--- src/rtl/serial_port_pkg.sv ---
package serial_port_pkg;
  localparam int BYTE_W = 8;

  localparam int ST_RDRF = 0;
  localparam int ST_TDRE = 1;
  localparam int ST_DCD  = 2;
  localparam int ST_CTS  = 3;
  localparam int ST_IRQ  = 7;

  localparam int CT_RIE = 7;

  function automatic logic ctl_is_mreset(input logic [BYTE_W-1:0] c);
    return c[1:0] == 2'b11;
  endfunction

  function automatic logic ctl_tx_int(input logic [BYTE_W-1:0] c);
    return c[6:5] == 2'b01;
  endfunction

  function automatic logic ctl_rts_off(input logic [BYTE_W-1:0] c);
    return c[6:5] == 2'b10;
  endfunction

  function automatic logic [BYTE_W-1:0] pack_status(
    input logic rdrf, input logic tdre, input logic dcd,
    input logic cts,  input logic irq);
    logic [BYTE_W-1:0] s;
    s = '0;
    s[ST_RDRF] = rdrf;
    s[ST_TDRE] = tdre;
    s[ST_DCD]  = dcd;
    s[ST_CTS]  = cts;
    s[ST_IRQ]  = irq;
    return s;
  endfunction
endpackage

--- src/rtl/serial_port_ctrl.sv ---
module serial_port_ctrl
  import serial_port_pkg::*;
(
  input  logic              clk,
  input  logic              rst_n,
  input  logic              ctl_wr,
  input  logic [BYTE_W-1:0] ctl_data,
  output logic              mreset,
  output logic              rx_int_en,
  output logic              tx_int_en,
  output logic              rts_n
);
  assign mreset = ctl_wr && ctl_is_mreset(ctl_data);

  always_ff @(posedge clk) begin
    if (!rst_n) begin
      rx_int_en <= 1'b0;
      tx_int_en <= 1'b0;
      rts_n     <= 1'b1;
    end else if (mreset) begin
      rx_int_en <= 1'b0;
      tx_int_en <= 1'b0;
      rts_n     <= 1'b1;
    end else if (ctl_wr) begin
      rx_int_en <= ctl_data[CT_RIE];
      tx_int_en <= ctl_tx_int(ctl_data);
      rts_n     <= ctl_rts_off(ctl_data);
    end
  end

  // master reset leaves enables off and RTS inactive
  a_r2_mreset_clears: assert property (@(posedge clk) disable iff (!rst_n)
    mreset |=> (!rx_int_en && !tx_int_en && rts_n));
endmodule

--- src/rtl/serial_port_modem.sv ---
module serial_port_modem (
  input  logic clk,
  input  logic rst_n,
  input  logic dcd_n,
  input  logic cts_n,
  input  logic data_rd,
  input  logic mreset,
  output logic dcd_st,
  output logic cts_st,
  output logic ev_carrier_lost
);
  logic loss_latch;

  assign ev_carrier_lost = !loss_latch && !dcd_st && dcd_n && !mreset;

  always_ff @(posedge clk) begin
    if (!rst_n) begin
      dcd_st     <= 1'b1;
      cts_st     <= 1'b1;
      loss_latch <= 1'b0;
    end else begin
      cts_st <= cts_n;
      if (!loss_latch) dcd_st <= dcd_n;
      if (mreset)               loss_latch <= 1'b0;
      else if (ev_carrier_lost) loss_latch <= 1'b1;
      else if (data_rd)         loss_latch <= 1'b0;
    end
  end

  // carrier bit frozen inactive while latched
  a_r5_dcd_frozen: assert property (@(posedge clk) disable iff (!rst_n)
    loss_latch |=> dcd_st);
  // carrier loss sets the latch
  a_r5_loss_latches: assert property (@(posedge clk) disable iff (!rst_n)
    ev_carrier_lost |=> (loss_latch && dcd_st));
  // clear-to-send bit tracks the pin
  a_r11_cts_tracks: assert property (@(posedge clk) disable iff (!rst_n)
    1'b1 |=> (cts_st == $past(cts_n)));
endmodule

--- src/rtl/serial_port_irq.sv ---
module serial_port_irq
  import serial_port_pkg::*;
#(
  parameter int NVEC = 8,
  localparam int VW  = (NVEC > 1) ? $clog2(NVEC) : 1
) (
  input  logic              clk,
  input  logic              rst_n,
  input  logic              ev_req,
  input  logic              glob_int_en,
  input  logic [VW-1:0]     vec_sel,
  input  logic [BYTE_W-1:0] vec_byte,
  output logic              ev_fire,
  output logic [NVEC-1:0]   int_lines,
  output logic [BYTE_W-1:0] int_data
);
  assign ev_fire = ev_req && glob_int_en;

  for (genvar v = 0; v < NVEC; v++) begin : g_line
    always_ff @(posedge clk) begin
      if (!rst_n) int_lines[v] <= 1'b0;
      else        int_lines[v] <= ev_fire && (vec_sel == VW'(v));
    end
  end

  always_ff @(posedge clk) begin
    if (!rst_n)       int_data <= '0;
    else if (ev_fire) int_data <= vec_byte;
  end

  // at most one line pulses
  a_r10_one_line: assert property (@(posedge clk) disable iff (!rst_n)
    $onehot0(int_lines));
  // nothing pulses without the global enable
  a_r10_gated: assert property (@(posedge clk) disable iff (!rst_n)
    !glob_int_en |=> (int_lines == '0));
endmodule

--- src/rtl/serial_port_regs.sv ---
module serial_port_regs
  import serial_port_pkg::*;
#(
  parameter int NVEC = 8,
  localparam int VW  = (NVEC > 1) ? $clog2(NVEC) : 1
) (
  input  logic              clk,
  input  logic              rst_n,
  input  logic              bus_sel,
  input  logic              bus_wr,
  input  logic              bus_addr,
  input  logic [BYTE_W-1:0] bus_wdata,
  output logic [BYTE_W-1:0] bus_rdata,
  input  logic              rx_strobe,
  input  logic [BYTE_W-1:0] rx_byte,
  output logic              tx_valid,
  input  logic              tx_ready,
  output logic [BYTE_W-1:0] tx_byte,
  input  logic              dcd_n,
  input  logic              cts_n,
  output logic              rts_n,
  input  logic              glob_int_en,
  input  logic [VW-1:0]     vec_sel,
  input  logic [BYTE_W-1:0] vec_byte,
  output logic [NVEC-1:0]   int_lines,
  output logic [BYTE_W-1:0] int_data
);
  logic ctl_wr, data_wr, data_rd, mreset;
  logic rx_int_en, tx_int_en;
  logic dcd_st, cts_st;
  logic ev_carrier_lost, ev_rx_take, ev_tx_done, ev_req, ev_fire;
  logic rdrf, tdre, irq_st, pending;
  logic [BYTE_W-1:0] rx_buf, tx_buf;

  assign ctl_wr  = bus_sel &&  bus_wr && !bus_addr;
  assign data_wr = bus_sel &&  bus_wr &&  bus_addr;
  assign data_rd = bus_sel && !bus_wr &&  bus_addr;

  serial_port_ctrl u_ctrl (
    .clk(clk), .rst_n(rst_n), .ctl_wr(ctl_wr), .ctl_data(bus_wdata),
    .mreset(mreset), .rx_int_en(rx_int_en), .tx_int_en(tx_int_en),
    .rts_n(rts_n));

  serial_port_modem u_modem (
    .clk(clk), .rst_n(rst_n), .dcd_n(dcd_n), .cts_n(cts_n),
    .data_rd(data_rd), .mreset(mreset), .dcd_st(dcd_st), .cts_st(cts_st),
    .ev_carrier_lost(ev_carrier_lost));

  assign tx_valid   = pending && !cts_st;
  assign tx_byte    = tx_buf;
  assign ev_tx_done = tx_valid && tx_ready && !mreset;
  assign ev_rx_take = rx_strobe && !dcd_st && !mreset;
  assign ev_req     = (rx_int_en && (ev_rx_take || ev_carrier_lost)) ||
                      (tx_int_en && ev_tx_done && !data_wr);

  serial_port_irq #(.NVEC(NVEC)) u_irq (
    .clk(clk), .rst_n(rst_n), .ev_req(ev_req), .glob_int_en(glob_int_en),
    .vec_sel(vec_sel), .vec_byte(vec_byte), .ev_fire(ev_fire),
    .int_lines(int_lines), .int_data(int_data));

  always_ff @(posedge clk) begin
    if (!rst_n || mreset) begin
      rdrf    <= 1'b0;
      tdre    <= 1'b0;
      irq_st  <= 1'b0;
      pending <= 1'b0;
      rx_buf  <= '0;
    end else begin
      if (ev_rx_take)   rdrf <= 1'b1;
      else if (data_rd) rdrf <= 1'b0;
      if (data_wr)         tdre <= 1'b0;
      else if (ev_tx_done) tdre <= 1'b1;
      if (data_wr)         pending <= 1'b1;
      else if (ev_tx_done) pending <= 1'b0;
      if (ev_fire)                  irq_st <= 1'b1;
      else if (data_rd || data_wr)  irq_st <= 1'b0;
      if (ev_rx_take) rx_buf <= rx_byte;
    end
  end

  always_ff @(posedge clk) begin
    if (!rst_n)       tx_buf <= '0;
    else if (data_wr) tx_buf <= bus_wdata;
  end

  assign bus_rdata = bus_addr ? rx_buf
                              : pack_status(rdrf, tdre, dcd_st, cts_st, irq_st);

  // a data write leaves a byte pending
  a_r7_write_pends: assert property (@(posedge clk) disable iff (!rst_n)
    (data_wr && !mreset) |=> (pending && !tdre));
  // a completed handoff empties the buffer
  a_r8_handoff_empties: assert property (@(posedge clk) disable iff (!rst_n)
    (ev_tx_done && !data_wr) |=> (!pending && tdre && !tx_valid));
  // without carrier a strobe leaves the buffer alone
  a_r9_no_carrier_ignored: assert property (@(posedge clk) disable iff (!rst_n)
    (rx_strobe && dcd_st && !mreset) |=> $stable(rx_buf));
endmodule

--- config.mk ---
export PLATFORM = sky130hd
export DESIGN_NAME = serial_port_regs
export DESIGN_NICKNAME = d
export VERILOG_FILES = /design/src/rtl/serial_port_pkg.sv /design/src/rtl/serial_port_ctrl.sv /design/src/rtl/serial_port_modem.sv /design/src/rtl/serial_port_irq.sv /design/src/rtl/serial_port_regs.sv
export SDC_FILE = /design/constraint.sdc
export NUM_CORES = 1
export LEC_CHECK = 0
export BUFFER_PORTS_ARGS = -buffer_cell sky130_fd_sc_hd__buf_2
export CAP_MARGIN = 25
export CORE_ASPECT_RATIO = 1.2
export CORE_UTILIZATION = 49
export CTS_BUF_LIST = sky130_fd_sc_hd__clkbuf_4 sky130_fd_sc_hd__clkbuf_8
export CTS_CLUSTER_DIAMETER = 120
export DETAILED_ROUTE_END_ITERATION = 12
export GPL_TIMING_DRIVEN = 1
export PLACE_DENSITY_LB_ADDON = 0.05
export REMOVE_ABC_BUFFERS = 1
export SLEW_MARGIN = 40
export SYNTH_ARGS = -nofsm -noshare
export SYNTH_HDL_FRONTEND = slang
export SYNTH_HIERARCHICAL = 1
export SYNTH_SLANG_ARGS = --single-unit
--- constraint.sdc ---
create_clock -name clk -period 2.2 [get_ports clk]
set_input_delay 0.22 -clock clk [delete_from_list [all_inputs] [get_ports clk]]
set_output_delay 0.22 -clock clk [all_outputs]
set_load 0.02 [all_outputs]
==> results of run 1 <==
==> cells by family (layout without fill, tap and decap cells) <==
kind of cell / after synthesis / in the layout
compound gates: 23 / 23
buf+inv: 11 / 85
flops: 42 / 42
mux: 15 / 15
simple gates: 86 / 86
==> per-layer routing <==
metal  global-route usage  wire (um)  vias up  part of all wire
li1                     -          -      750                 -
met1                0.292       1650      681              0.44
met2                0.363       1780       61              0.47
met3               0.0694        263        9             0.070
met4                0.100         74        0             0.020
met5                    0          0        -                 0
==> synth_stat cells (all sizes together) <==
library cell and count:
nand3 4, and4bb 1, nor4 1, nor3b 1
inv 3, or2b 1, nor3 6, nand2b 5
and3 2, or3b 2, a211oi 1, nand4 8
nor2b 2, mux2 5, and2 3, a21boi 8
a21oi 4, or4 1, buf 8, dfxtp 42
nand3b 2, nand2 30, and3b 1, mux2i 10
nor2 15, o21ai 10, nor4b 1
==> worst paths after layout <==
path	end	slack [ns]	cells after the start
worst max register to register	u_irq/int_data[1]$_SDFFE_PN0P_	0.57	6
worst min register to register	tx_byte[1]$_SDFFE_PN0P_	0.46	2
worst max-delay path	u_irq/int_data[1]$_SDFFE_PN0P_	0.57	6
worst min-delay path	u_modem/cts_st$_SDFF_PN1_	0.06	2
==> placed cells by master (no fill, tap or decap), drive strengths merged <==
cell,n
bufinv,2
nor3b,1
nor4b,1
a211oi,1
nand2,30
nand3b,2
a21oi,4
and2,3
buf,74
mux2i,10
nand3,4
mux2,5
o21ai,10
and3,2
nor2,15
clkbuf,6
and3b,1
nand2b,5
or3b,2
dfxtp,42
and4bb,1
nor2b,2
or2b,1
inv,3
nor3,6
a21boi,8
nand4,8
or4,1
nor4,1
==> registers in the layout, summed over array words and instances, names as in the netlist <==
register	count
rx_buf	8
tx_byte	8
u_irq/int_data	8
u_irq/int_lines	8
irq_st	1
pending	1
rdrf	1
tdre	1
u_ctrl/rts_n	1
u_ctrl/rx_int_en	1
u_ctrl/tx_int_en	1
u_modem/cts_st	1
u_modem/dcd_st	1
u_modem/loss_latch	1
==> power breakdown <==
| part | switching (mW) | internal [mW] |
|---|---|---|
| Combinational | 0.0815 | 0.0665 |
| Clock | 0.244 | 0.385 |
| Sequential | 0.0108 | 0.778 |
==> metrics by stage <==
stage	hold slack, ns	instances	setup WS [ns]
detailed placement	0.421	279	0.263
floorplan	0.282	169	0.280
CTS	0.0448	287	0.560
global placement	0.418	279	0.320
finish	0.0591	287	0.565
global route	0.0539	287	0.380
==> cell type report <==
class | count | area (sq um)
fill | 260 | 1000
sequential | 42 | 841
multi-input combinational | 124 | 749
timing repair buffer | 74 | 380
clock inverter | 2 | 60.1
clock buffer | 6 | 51.3
tap | 36 | 45.0
inverter | 3 | 11.3
==> metrics.txt, run 1 <==
status=finished, final reports clean; critical path arrival=between 1.5 and 2 ns; Final min period=1.63 ns; share of cells above drive strength 1=0.375; cell taking the most area after synthesis=dfxtp_1; # port buffers=70; post-placement cell area=just over 2000 sq um; Post-CTS Resized=0; LEAKAGE=between 0.9 and 1 nW; postcts setup bufs=0; Hold Path Class=primary input to flip-flop; Final Hold Fails=0; ANT cells=0; vias per cell=5.23; largest net degree at the start of global routing=26; simple-gate share of the synthesized area=0.274; post-layout instance area=roughly 2100 sq um; DP HPWL=about 2800 um; drt initial violations=39; RSZ-0062 raised after global routing=no; io pins=71; Slew Limit Fails=0; startpoint types=flip-flop; Critical Path Max Stage Delay=~0.38 ns; synthesized cell area=about 1700 sq um; Placer Congestion=~0.85; Synth Area in Compound Gates=0.0829; Pwr Total=between 1.5 and 2 mW; Worst Path Buf+Inv=1; CP cell instances=nor4b_1 -> o21ai_0 -> nand2_1 -> nand2_2 -> inv_2 -> o21ai_0; Crit path required time=about 2.4 ns; post-synthesis sequential area ratio=0.506; reg2reg start=u_modem/dcd_st$_SDFFE_PN1N_; combinational family with the most area after synthesis=simple AND/OR/NAND/NOR gates; YS warnings=6; Row Count=22; VDD IR max=between 0.0006 and 0.0007 V; final worst-path cycle share=0.743; antenna-violating nets left=0; CTS H-tree depth=2; CTS Root Cell=clkbuf_4; first drt pass iteration count=4; Worst Hold Launch=cts_n; first-pass GRT wire length=about 6000 um; crit path kind=flip-flop to flip-flop; die height=roughly 66 um; # hold bufs at CTS=0; clock-pin transition on the worst setup and hold timing paths=between 0.1 and 0.15 ns; Worst setup EP type=flip-flop; crit-path max FO=10; top post-synthesis cells by area=dfxtp_1, nand2_1, mux2i_1, a21boi_1, mux2_2; clk_skew=0.00586 ns; fin util=0.681; GRT Total Usage=0.234; Max Root-Sink Buffers=2; # DRC=0; Die Wd=about 55 um; Max Cap Viol=0; Synth top area share=0.506; CP startpoint=u_modem/dcd_st$_SDFFE_PN1N_; Pwr per Cell Area=between 700 and 800 nW/um^2; CTS sink count=42; Post-Syn Area per Cell=roughly 9.4 sq um; drt total wl=3760 um; xor/xnor share of the synthesized area=0; core area=about 3100 sq um; clk_lat worst skew=roughly 0.35 ns; CP max-delay cell=dfxtp_1; WL/cell=roughly 13 um; die footprint=3630 sq um; FF+latch count, synth=42; initial core utilization=0.529; Area growth, synth to finish=28.8%; mux cell area share after synthesis=0.0942; Top delay family on crit path=simple AND/OR/NAND/NOR gates; Worst-Margin Slew=about 0.44 ns; via count=between 1,500 and 2,000; Adder-Cell Fraction of Synth Area=0; vias in the first global route=between 1,000 and 1,500; CTS tree=yes; Num CTS Buffers=5; fmax=0.612 GHz; setup_tns=0 ns; Synth cell types=35; initial antenna violation count=0; most frequent CP cell=o21ai_0; # nets final=approximately 290; final setup fails=0; Rel. slew slack=0.707; grt ovf=0; Post-Synthesis Cells=~180
No activity file was read; power rests on OpenSTA's default activity.
==> run 2: changes to the inputs <==
- clock period: 2.2 -> 1.66 ns (I/O delays scaled with it)
==> run 2 against run 1 <==
Critical path depth stayed put. Combinational power is 38% higher. Global-route usage is 0.35 points lower. Largest power group unchanged. Hold slack worse by 0.015 ns. Sequential power is 33% higher. Clock power hardly changed. Register-to-register slack worse by 0.34 ns. Highest routed layer unchanged. Flip-flop and latch count stayed put. Critical path type unchanged.
==> metrics.txt, run 2 (same netlist as run 1, synthesis figures left out) <==
status=finished, final reports clean; # fillers=267 (+2.7%); Row Count=22 (unchanged); Slew Limit Fails=0 (unchanged); initial core utilization=0.529 (unchanged); largest net degree at the start of global routing=20 (-23%); most frequent cells in the layout=buf_2, dfxtp_1, nand2_1, nor2_1, mux2i_1; post-layout instance area=2150 sq um (+0.64%); Worst setup EP type=flip-flop; Worst Hold Launch=vec_sel[1]; VDD IR max=0.000771 V (+25%); met1 GRT Util=0.274 (-0.0179); # port buffers=70 (unchanged); core area=3140 sq um (unchanged); vias in the first global route=1,365 (+0.74%); Max Root-Sink Buffers=2 (unchanged); WL/cell=12.8 um (-2.7%); startpoint types=flip-flop; sequential power share=0.556 (+0.052); Pwr Total=1.88 mW (+20%); multi-input logic area=749 sq um (unchanged); GRT Total Usage=0.230 (-0.00348); grt met3 use=0.0648 (-0.00463); r2r worst-path depth=6 (unchanged); P_sw=0.440 mW (+31%); # DRC=0 (unchanged); Clk pwr share=0.335 (-0.067); RSZ-0062 raised after global routing=no; Final Hold Fails=0 (unchanged); Pwr per Cell Area=873 nW/um^2 (+19%); io pins=71 (unchanged); Seq. cell area=841 sq um (unchanged); Placed Cells=284 (+1.8%); vias per cell=5.20 (-0.55%); Area growth, synth to finish=29.6%; antenna-violating nets left=0 (unchanged); CTS Root Cell=clkbuf_4; Final Instance Count excl. Fillers=293 (+2.1%); Num CTS Buffers=5 (unchanged); CTS H-tree depth=2 (unchanged); initial antenna violation count=0 (unchanged); r2r endpoint=u_irq/int_data[1]$_SDFFE_PN0P_; worst reg2reg setup slack=0.23 ns (-0.34 ns); Worst Hold End=u_irq/int_lines[1]$_SDFF_PN0_; drt initial violations=51 (+31%); grt ovf=0 (unchanged); met2 Use GR=0.377 (+0.0136); reg2reg start=u_modem/dcd_st$_SDFFE_PN1N_; fin util=0.686 (+0.00439); DP HPWL=2880 um (+3.9%); # nets final=293 (+2.1%); hold depth=2 (unchanged); first-pass GRT wire length=5910 um (-1.2%); CTS tree=yes; final worst-path cycle share=0.864 (+0.121); CTS sink count=42 (unchanged); Net Sw Frac=0.234 (+0.0194); via count=1,524 (+1.5%); clock-pin transition on the worst setup and hold timing paths=0.11 ns (about the same); LEAKAGE=0.987 nW (+1.5%); Final min period=1.43 ns (-0.200 ns); clk_skew=0.00838 ns (+0.00252 ns); drt total wl=3740 um (-0.64%); commonest non-fill, non-tap cell in the layout=buf_2; crit path kind=flip-flop to flip-flop; die height=65.8 um (unchanged); crit-path max FO=9 (-1); CP startpoint=u_modem/dcd_st$_SDFFE_PN1N_; die footprint=3630 sq um (unchanged); ANT cells=0 (unchanged); Worst-Margin Slew=0.456 ns (+0.0167 ns); Rel. slew slack=0.696 (-0.0111); Post-CTS Resized=0 (unchanged); post-placement cell area=2060 sq um (+1.9%); final setup fails=0 (unchanged); clk_lat worst skew=0.34 ns (about the same); Max Cap Viol=0 (unchanged); Die Wd=55.1 um (unchanged); fmax=0.697 GHz (+14%); Internal Power=1.44 mW (+17%); Placer Congestion=0.781 (-8.6%); Top Usage Layer GRT=met2; Hold Path Class=primary input to flip-flop; Crit path required time=1.88 ns (-0.55 ns); setup_tns=0 ns (unchanged); share of cells above drive strength 1=0.385 (+0.0107); first drt pass iteration count=5 (+1); Comb pwr share=0.109 (+0.014); critical path arrival=1.66 ns (-0.21 ns)
[run 2: cell types whose count changed in the layout (fill, tap and decap cells not counted), sizes merged]
cell and delta:
buf +5, clkinv +2, bufinv -1, clkbuf -1, dlygate4sd3 +1
[run 2: power by group through the flow]
stage	Combinational, mW	Sequential [mW]	Clock [mW]
floorplan	0.0828	1.08	0
finish	0.204	1.05	0.630
global placement	0.198	1.07	0
global route	0.225	1.05	0.699
detailed placement	0.202	1.07	0
CTS	0.205	1.05	0.652
[run 2: area by class of cell]
class | count | share of cell area
inverter | 3 | 0.00523
multi-input combinational | 124 | 0.348
tap | 36 | 0.0209
clock inverter | 3 | 0.0186
clock buffer | 5 | 0.0174
sequential | 42 | 0.391
timing repair buffer | 80 | 0.199
[run 2: how the worst max path moves through the flow]
stage / to / cells after the start
6_report: u_irq/int_data[1]$_SDFFE_PN0P_ / 6
5_1_grt: u_irq/int_data[1]$_SDFFE_PN0P_ / 6
4_1_cts: u_irq/int_data[1]$_SDFFE_PN0P_ / 6
3_5_place_dp: u_irq/int_data[1]$_SDFFE_PN0P_ / 10
3_3_place_gp: irq_st$_SDFFE_PP0P_ / 11
2_1_floorplan: u_irq/int_data[0]$_SDFFE_PN0P_ / 9
[run 2: timing repair]
| action | 4_1_cts | 5_1_grt |
|---|---|---|
| hold endpoints to repair | 1 | 0 |
| buffers inserted | 0 | 0 |
| endpoints found under the setup margin | 0 | 0 |
| hold buffers | 1 | 0 |
[run 2: metal layers]
layer,vias up,wire length (um)
met5,-,0
met1,692,1530
met2,60,1880
li1,764,-
met3,8,265
met4,0,63
[run 2: stage by stage]
stage | setup WS, ns | hold slack, ns
2_1_floorplan | -0.206 | 0.228
3_3_place_gp | 0.0304 | 0.354
3_5_place_dp | -0.0567 | 0.351
4_1_cts | 0.209 | 0.0145
5_1_grt | 0.0117 | 0.00771
6_report | 0.225 | 0.0444
[run 2: critical path, cell delays in order (launching register included)]
cell and delay [ns]:
dfxtp_1 0.37, nor4b_1 0.29, o21ai_0 0.15, nand2_1 0.13, nand2_2 0.11, inv_2 0.14, o21ai_0 0.12
